### config.mk
export PLATFORM = sky130hd
export DESIGN_NAME = uart_autoflow
export DESIGN_NICKNAME = d
export VERILOG_FILES = /design/src/rtl/uart_afc_pkg.sv /design/src/rtl/afc_sync.sv /design/src/rtl/afc_txgate.sv /design/src/rtl/afc_reqctl.sv /design/src/rtl/afc_irq.sv /design/src/rtl/uart_autoflow.sv
export SDC_FILE = /design/constraint.sdc
export NUM_CORES = 1
export LEC_CHECK = 0
export BUFFER_PORTS_ARGS = -buffer_cell sky130_fd_sc_hd__buf_2
export CAP_MARGIN = 10
export CORE_ASPECT_RATIO = 0.9
export CORE_UTILIZATION = 45
export DETAILED_ROUTE_END_ITERATION = 16
export PLACE_DENSITY_LB_ADDON = 0.25
export RECOVER_POWER = 100
export SLEW_MARGIN = 10
export SYNTH_ARGS = -nofsm -noshare
export SYNTH_HDL_FRONTEND = slang
export SYNTH_HIERARCHICAL = 1
export SYNTH_SLANG_ARGS = --single-unit
### constraint.sdc
create_clock -name clk -period 2.7 [get_ports clk]
set_input_delay 0.81 -clock clk [delete_from_list [all_inputs] [get_ports clk]]
set_output_delay 0.81 -clock clk [all_outputs]
set_load 0.005 [all_outputs]
### src/rtl/uart_afc_pkg.sv
package uart_afc_pkg;
  typedef enum logic {
    PAIR_RTS_CTS = 1'b0,
    PAIR_DTR_DSR = 1'b1
  } pair_e;

  typedef struct packed {
    logic master;
    logic hold_en;
    logic req_en;
  } irq_cfg_t;
endpackage

### src/rtl/afc_sync.sv
module afc_sync #(
  parameter int W      = 2,
  parameter int STAGES = 2
) (
  input  logic         clk,
  input  logic         rst_n,
  input  logic [W-1:0] d,
  output logic [W-1:0] q
);
  logic [STAGES-1:0][W-1:0] stg_q;

  // Pins idle high, so the chain resets high to avoid a false edge.
  always_ff @(posedge clk or negedge rst_n) begin
    if (!rst_n) begin
      stg_q <= '1;
    end else begin
      stg_q[0] <= d;
      for (int i = 1; i < STAGES; i++) stg_q[i] <= stg_q[i-1];
    end
  end

  assign q = stg_q[STAGES-1];
endmodule

### src/rtl/afc_txgate.sv
module afc_txgate (
  input  logic clk,
  input  logic rst_n,
  input  logic want_hold,
  input  logic tx_start,
  input  logic tx_stop_done,
  output logic tx_allow
);
  logic busy_q, busy_d;
  logic hold_q, hold_d;
  logic upd;

  always_comb begin
    busy_d = busy_q;
    if (tx_start)     busy_d = 1'b1;
    if (tx_stop_done) busy_d = 1'b0;
    upd    = !busy_q || tx_stop_done;
    hold_d = upd ? want_hold : hold_q;
  end

  always_ff @(posedge clk or negedge rst_n) begin
    if (!rst_n) begin
      busy_q <= 1'b0;
      hold_q <= 1'b0;
    end else begin
      busy_q <= busy_d;
      if (upd) hold_q <= hold_d;
    end
  end

  assign tx_allow = ~hold_q;

  // starts come only from an idle, allowed transmitter
  assert_start_legal_R4: assert property (@(posedge clk) disable iff (!rst_n)
    tx_start |-> (tx_allow && !busy_q));
  // no gating change while a character is on the line
  assert_allow_frozen_R4: assert property (@(posedge clk) disable iff (!rst_n)
    (busy_q && !tx_stop_done) |=> $stable(tx_allow));
  // done only during a character
  assert_done_in_char_R4: assert property (@(posedge clk) disable iff (!rst_n)
    tx_stop_done |-> busy_q);
endmodule

### src/rtl/afc_reqctl.sv
module afc_reqctl #(
  parameter int LVL_W = 6
) (
  input  logic             clk,
  input  logic             rst_n,
  input  logic             auto_en,
  input  logic             sw_sel,
  input  logic [LVL_W-1:0] rx_level,
  input  logic [LVL_W-1:0] thr_hi,
  input  logic [LVL_W-1:0] thr_lo,
  output logic             pause
);
  logic armed_q, armed_d;
  logic block_q, block_d;

  always_comb begin
    armed_d = auto_en && (armed_q || sw_sel);
    block_d = block_q;
    if (rx_level >= thr_hi)      block_d = 1'b1;
    else if (rx_level <= thr_lo) block_d = 1'b0;
  end

  always_ff @(posedge clk or negedge rst_n) begin
    if (!rst_n) begin
      armed_q <= 1'b0;
      block_q <= 1'b0;
    end else begin
      armed_q <= armed_d;
      block_q <= block_d;
    end
  end

  assign pause = auto_en && armed_q && block_q;

  // watermarks are ordered
  assert_thr_order_R7: assert property (@(posedge clk) disable iff (!rst_n)
    thr_lo < thr_hi);
  // high watermark reached and armed gives a pause next cycle
  assert_hi_pauses_R7: assert property (@(posedge clk) disable iff (!rst_n)
    (rx_level >= thr_hi && auto_en && armed_q && $stable(auto_en)) |=> (pause || !auto_en));
  // disabling disarms
  assert_disarm_R6: assert property (@(posedge clk) disable iff (!rst_n)
    !auto_en |=> !armed_q);
endmodule

### src/rtl/afc_irq.sv
module afc_irq
  import uart_afc_pkg::*;
(
  input  logic     clk,
  input  logic     rst_n,
  input  irq_cfg_t cfg,
  input  logic     mon_rise,
  input  logic     req_rise,
  input  logic     isr_rd,
  input  logic     msr_rd,
  output logic     flag_hold,
  output logic     flag_req,
  output logic     irq
);
  logic fh_q, fh_d, fr_q, fr_d;
  logic set_h, set_r, clr;

  always_comb begin
    set_h = mon_rise && cfg.master && cfg.hold_en;
    set_r = req_rise && cfg.master && cfg.req_en;
    clr   = isr_rd || msr_rd;
    fh_d  = set_h ? 1'b1 : (clr ? 1'b0 : fh_q);
    fr_d  = set_r ? 1'b1 : (clr ? 1'b0 : fr_q);
  end

  always_ff @(posedge clk or negedge rst_n) begin
    if (!rst_n) begin
      fh_q <= 1'b0;
      fr_q <= 1'b0;
    end else begin
      fh_q <= fh_d;
      fr_q <= fr_d;
    end
  end

  assign flag_hold = fh_q;
  assign flag_req  = fr_q;
  assign irq = cfg.master && ((fh_q && cfg.hold_en) || (fr_q && cfg.req_en));

  // an enabled rise is recorded
  assert_hold_set_R8: assert property (@(posedge clk) disable iff (!rst_n)
    (mon_rise && cfg.master && cfg.hold_en) |=> flag_hold);
  // a read without a new event empties the flags
  assert_read_clears_R10: assert property (@(posedge clk) disable iff (!rst_n)
    ((isr_rd || msr_rd) && !mon_rise && !req_rise) |=> (!flag_hold && !flag_req));
  // interrupt needs a pending flag
  assert_irq_source_R11: assert property (@(posedge clk) disable iff (!rst_n)
    irq |-> (flag_hold || flag_req));
endmodule

### src/rtl/uart_autoflow.sv
module uart_autoflow
  import uart_afc_pkg::*;
#(
  parameter int LVL_W       = 6,
  parameter int SYNC_STAGES = 2
) (
  input  logic             clk,
  input  logic             rst_n,
  input  logic             cfg_auto_hold_en,
  input  logic             cfg_auto_req_en,
  input  logic             cfg_pair_sel,
  input  logic             cfg_irq_master_en,
  input  logic             cfg_irq_hold_en,
  input  logic             cfg_irq_req_en,
  input  logic             sw_rts,
  input  logic             sw_dtr,
  input  logic             cts_n_in,
  input  logic             dsr_n_in,
  output logic             rts_n_out,
  output logic             dtr_n_out,
  input  logic [LVL_W-1:0] rx_level,
  input  logic [LVL_W-1:0] thr_hi,
  input  logic [LVL_W-1:0] thr_lo,
  input  logic             tx_start,
  input  logic             tx_stop_done,
  output logic             tx_allow,
  input  logic             isr_rd,
  input  logic             msr_rd,
  output logic             flag_hold,
  output logic             flag_req,
  output logic             irq
);
  localparam int NPIN = 2;

  pair_e          pair;
  logic [NPIN-1:0] pins_s;
  logic           mon, mon_prev_q;
  logic           sw_sel, pause, sel_pin_n, req_prev_q;
  logic           mon_rise, req_rise;
  irq_cfg_t       icfg;

  assign pair = pair_e'(cfg_pair_sel);

  afc_sync #(.W(NPIN), .STAGES(SYNC_STAGES)) u_sync (
    .clk(clk), .rst_n(rst_n), .d({dsr_n_in, cts_n_in}), .q(pins_s)
  );

  always_comb begin
    mon       = (pair == PAIR_DTR_DSR) ? pins_s[1] : pins_s[0];
    sw_sel    = (pair == PAIR_DTR_DSR) ? sw_dtr : sw_rts;
    sel_pin_n = ~(sw_sel && !pause);
    rts_n_out = (pair == PAIR_RTS_CTS) ? sel_pin_n : ~sw_rts;
    dtr_n_out = (pair == PAIR_DTR_DSR) ? sel_pin_n : ~sw_dtr;
    mon_rise  = mon && !mon_prev_q;
    req_rise  = sel_pin_n && !req_prev_q;
    icfg      = '{master: cfg_irq_master_en, hold_en: cfg_irq_hold_en,
                  req_en: cfg_irq_req_en};
  end

  always_ff @(posedge clk or negedge rst_n) begin
    if (!rst_n) begin
      mon_prev_q <= 1'b1;
      req_prev_q <= 1'b1;
    end else begin
      mon_prev_q <= mon;
      req_prev_q <= sel_pin_n;
    end
  end

  afc_txgate u_txgate (
    .clk(clk), .rst_n(rst_n), .want_hold(cfg_auto_hold_en && mon),
    .tx_start(tx_start), .tx_stop_done(tx_stop_done), .tx_allow(tx_allow)
  );

  afc_reqctl #(.LVL_W(LVL_W)) u_reqctl (
    .clk(clk), .rst_n(rst_n), .auto_en(cfg_auto_req_en), .sw_sel(sw_sel),
    .rx_level(rx_level), .thr_hi(thr_hi), .thr_lo(thr_lo), .pause(pause)
  );

  afc_irq u_irq (
    .clk(clk), .rst_n(rst_n), .cfg(icfg), .mon_rise(mon_rise),
    .req_rise(req_rise), .isr_rd(isr_rd), .msr_rd(msr_rd),
    .flag_hold(flag_hold), .flag_req(flag_req), .irq(irq)
  );

  // with automatic control off the pins mirror software
  assert_manual_pins_R2: assert property (@(posedge clk) disable iff (!rst_n)
    !cfg_auto_req_en |-> (rts_n_out != sw_rts && dtr_n_out != sw_dtr));
  // hold disabled keeps the transmitter free once idle
  assert_no_hold_when_off_R3: assert property (@(posedge clk) disable iff (!rst_n)
    (!cfg_auto_hold_en && $past(!cfg_auto_hold_en) && tx_allow) |=> (tx_allow || cfg_auto_hold_en));
endmodule

* After elaboration in Yosys (flattened, before gate mapping)
Index checks and enable logic that the tools add are counted.
** Operators by class
- Magnitude comparators :: 2
- Muxes and demuxes :: 11
- Bitwise operators :: 4
- Reductions and logical operators :: 26
** Operators by type and width (number)
- 1-bit logical AND :: 14
- 1-bit two-way mux :: 11
- 2-bit nonzero test :: 4
- 6-bit greater-or-equal comparator :: 1
- 6-bit less-or-equal comparator :: 1
- 1-bit zero test :: 4
- 1-bit logical OR :: 4
- 1-bit inverter :: 4
** Storage, ports and cells
- Register bits :: 12
- Bits of input ports :: 34
- Word-level logic and storage cells :: 53

* Longest topological paths before layout
- Depth after elaboration :: 9
- Gate-level depth with buffers :: 6
- Mapped depth without buffers :: 6

* Modules after synthesis
The synthesis kept the hierarchy.
** Modules (own cells, without submodules)
- afc_reqctl :: times used 1, cells each 44, area an instance 370.4 um^2
- afc_sync :: times used 1, cells each 6, area an instance 120.1 um^2
- uart_autoflow :: times used 1, cells each 13, area an instance 120.1 um^2
- afc_irq :: times used 1, cells each 7, area an instance 87.6 um^2
- afc_txgate :: times used 1, cells each 7, area an instance 82.6 um^2

* Worst setup path after synthesis
No wires, ideal clock.
- Path type :: input port to output port
- From :: input port cfg_auto_req_en
- To :: output port rts_n_out
- Arrival time :: 1.199 ns
- Path slack :: 0.691 ns
- Stages on the path :: 3
- Cells stage by stage :: and3_1 > inv_1 > o21ai_0
** On the way
- Word-level cells in the longest chain between the ends :: 6
** Ends and longest elaborated chain
- start: declaration :: line uart_autoflow.sv:10 : input logic cfg_auto_req_en,
- 1-bit logical AND (2 in a row) :: line afc_reqctl.sv:33 : assign pause = auto_en && armed_q && block_q;
- 1-bit zero test :: line uart_autoflow.sv:51 : sel_pin_n = ~(sw_sel && !pause);
- 1-bit logical AND :: line uart_autoflow.sv:51
- 1-bit inverter :: line uart_autoflow.sv:51
- 1-bit two-way mux :: line uart_autoflow.sv:52 : rts_n_out = (pair == PAIR_RTS_CTS) ? sel_pin_n : ~sw_rts;
- end: declaration :: line uart_autoflow.sv:19 : output logic rts_n_out,
No other way between the ends.

* Worst setup path after layout
- From :: input port cfg_auto_req_en
- To :: output port rts_n_out
** On the way
- Word-level cells in the longest chain between the ends :: 6
** Ends and longest elaborated chain
- 1-bit logical AND (2 in a row) :: line afc_reqctl.sv:33
- via pause :: line uart_autoflow.sv:38 : logic sw_sel, pause, sel_pin_n, req_prev_q;
- 1-bit zero test :: line uart_autoflow.sv:51
- 1-bit logical AND :: line uart_autoflow.sv:51
- 1-bit inverter :: line uart_autoflow.sv:51
- 1-bit two-way mux :: line uart_autoflow.sv:52
The timed path passes the listed nets, and every way through them passes these cells.

==> reports/metrics.cfg <==
[run_status]
status=finished, final reports clean

[floorplanning]
ios=40
core_region_area_mm2=0.001529
die_h_um=41.52
fp-row-count=13
die_area_mm2=0.001906
initial_utilization_pct=51.06
die_x_um=45.91

[hold_path]
hold_class=flip-flop to flip-flop

[global_routing]
grt_max_degree=13
gr-total-overflow=0
antenna_found_initial=0
gr-usage-all-layers_pct=16.48
grt_pass1_wl_um=2283
grt_pass1_vias=602

[clock_tree]
clock-sinks=12
root_buffer=clkbuf_4
htreeDepth=1
cts_buffer_depth=2
cts_made_buffers=3
insertion_delay_ns=0.26
cts.repair.resized=0
cts.clk_slew.worst_paths_ns=0.06
postCtsSetupRepairBufs=0
ctsHoldBuffers=0
tritoncts=yes

[final_layout]
drive_gt1_share_pct=38.98
layout_commonest_cell=buf_2
areaGrowthSynthToFinish_pct=27.24
multi_input_area_um2=385.4
num_antenna_cells=0
n_fill_cell=154
final_cells=140
final_nets=165
final_cell_mix=buf_2, inv_1, ha_1, dfstp_2, dfrtp_1
seqCellArea_um2=307.8
fin_util_pct=64.98

[setup_path]
crit_path_start_kind=primary input
path_class=primary input to output pin
cp-end-kind=output pin
cp.arrival_ns=1.41
crit_required_ns=1.89
cp_max_fo=3

[logic_synthesis]
synth_cell_types=26
postSynthNetCount=123
ys_seq_area_share_pct=39.42
avgSynthCellArea_um2=10.14
netlist.area_leader.share_pct=20.19
ys_seq_elements=12
ys_warn_count=6
netlist_area_um2=780.7
synth_cells=77
synth_area_leaders=dfstp_2, dfrtp_1, ha_1
synth_top_area_cell=dfstp_2

[placement]
place_congestion=0.8114
numPortBuffers=39
hpwl_um=1230
placed_cells=136
place_ws_ns=0.4768

[timing]
final_hold_viol_count=0
fin_worst_skew_ns=0.006126
setup_tns_ns=0
rsz0062_at_grt=no
setup_viol=0
setup_slack_ns=0.4794
layout_worst_path_cycle_share_pct=82.24
tightest_slew_ns=0.5834
max_freq_ghz=0.4503
slew_viol_final=0
period_needed_ns=2.221
slew-limit-headroom_pct=61.11

[power_and_ir_drop]
peakVddDrop_mv=0.4302
p_leak_nw=0.5537
powerDensity_mw_per_mm2=403.5
swShare_pct=24.45
comb_power_share_pct=23.0
switchingPower_mw=0.09803
p_clk_share_pct=26.3
p_int_mw=0.3029
power.share.sequential_pct=50.7

[drt]
drt-total-wl_um=1387
drtIter0Drc=7
dr.pass1.iters=4
vias=637
drtAntennaViolNets=0
wire_per_inst_um=9.907
viasPerCell=4.550
drcViolationCount=0

[run]
cap_violations=0

## final cells by class
cell class	count	share of cell area [%]
clock buffer	4	2.645
inverter	15	5.668
multi-input combinational	48	38.79
sequential	12	30.98
tap	22	2.771
timing repair buffer	39	19.14
## synthesized netlist by cell type (all sizes together)
master,count
nor2,4
a21o,1
o2111ai,1
mux2i,1
nand2,5
nand4,1
nand3,1
a22oi,1
nor2b,2
nand2b,3
dfrtp,6
a211oi,2
dfstp,6
ha,12
buf,2
a21oi,4
o21ai,3
inv,15
and3,1
o21a,2
a32o,2
mux2,2
## worst paths after layout
path,slack [ns],to,cells after the start,start
max in group asynchronous,1.80,u_txgate/busy_q,1,rst_n
worst max-delay path,0.48,rts_n_out,5,cfg_auto_req_en
worst min-delay path,0.36,u_sync/q[1],0,u_sync/stg_q[1]
worst min register to register,0.36,u_sync/q[1],0,u_sync/stg_q[1]
min in group asynchronous,0.52,u_irq/flag_req,1,rst_n
worst max register to register,1.62,u_txgate/hold_q,3,u_sync/q[1]
## critical path, cell delays in order
cell      delay (ns)
buf_2           0.09
and3_1          0.17
inv_1           0.07
o21ai_0         0.15
clkbuf_1        0.13
## cells by family (layout without fill, tap and decap cells)
group	Yosys count	count (layout)	synth area share [%]
compound gates	16	16	15.55
fa+ha+maj	12	12	19.23
buf+inv	17	58	9.134
flops	12	12	39.42
mux	3	3	5.128
simple gates	17	17	11.54
## stage by stage
step,hold slack [ns],cell area (um2),power [mW]
final,0.3551,993.5,0.4009
after detailed placement,0.3468,988.4,0.3049
after global routing,0.3594,993.5,0.4365
after CTS,0.3556,1015,0.4136
after global placement,0.3457,988.4,0.3001
after floorplan,0.3452,780.7,0.2611
## power by group through the flow
stage / clock network [mW] / registers (mW) / logic (mW)
global placement: 0 / 0.206 / 0.0943
global route: 0.124 / 0.204 / 0.108
floorplan: 0 / 0.205 / 0.0561
detailed placement: 0 / 0.207 / 0.0982
CTS: 0.111 / 0.204 / 0.0989
finish: 0.105 / 0.203 / 0.0923
## routing by layer
layer / global-route usage (%) / vias up / share of wire [%]
met5: 0 / - / 0
met4: 0 / 0 / 0
met3: 8.261 / 0 / 7.9
met2: 28.17 / 27 / 47
met1: 19.38 / 269 / 45
li1: - / 341 / -
(Power assumes the default switching activity.)
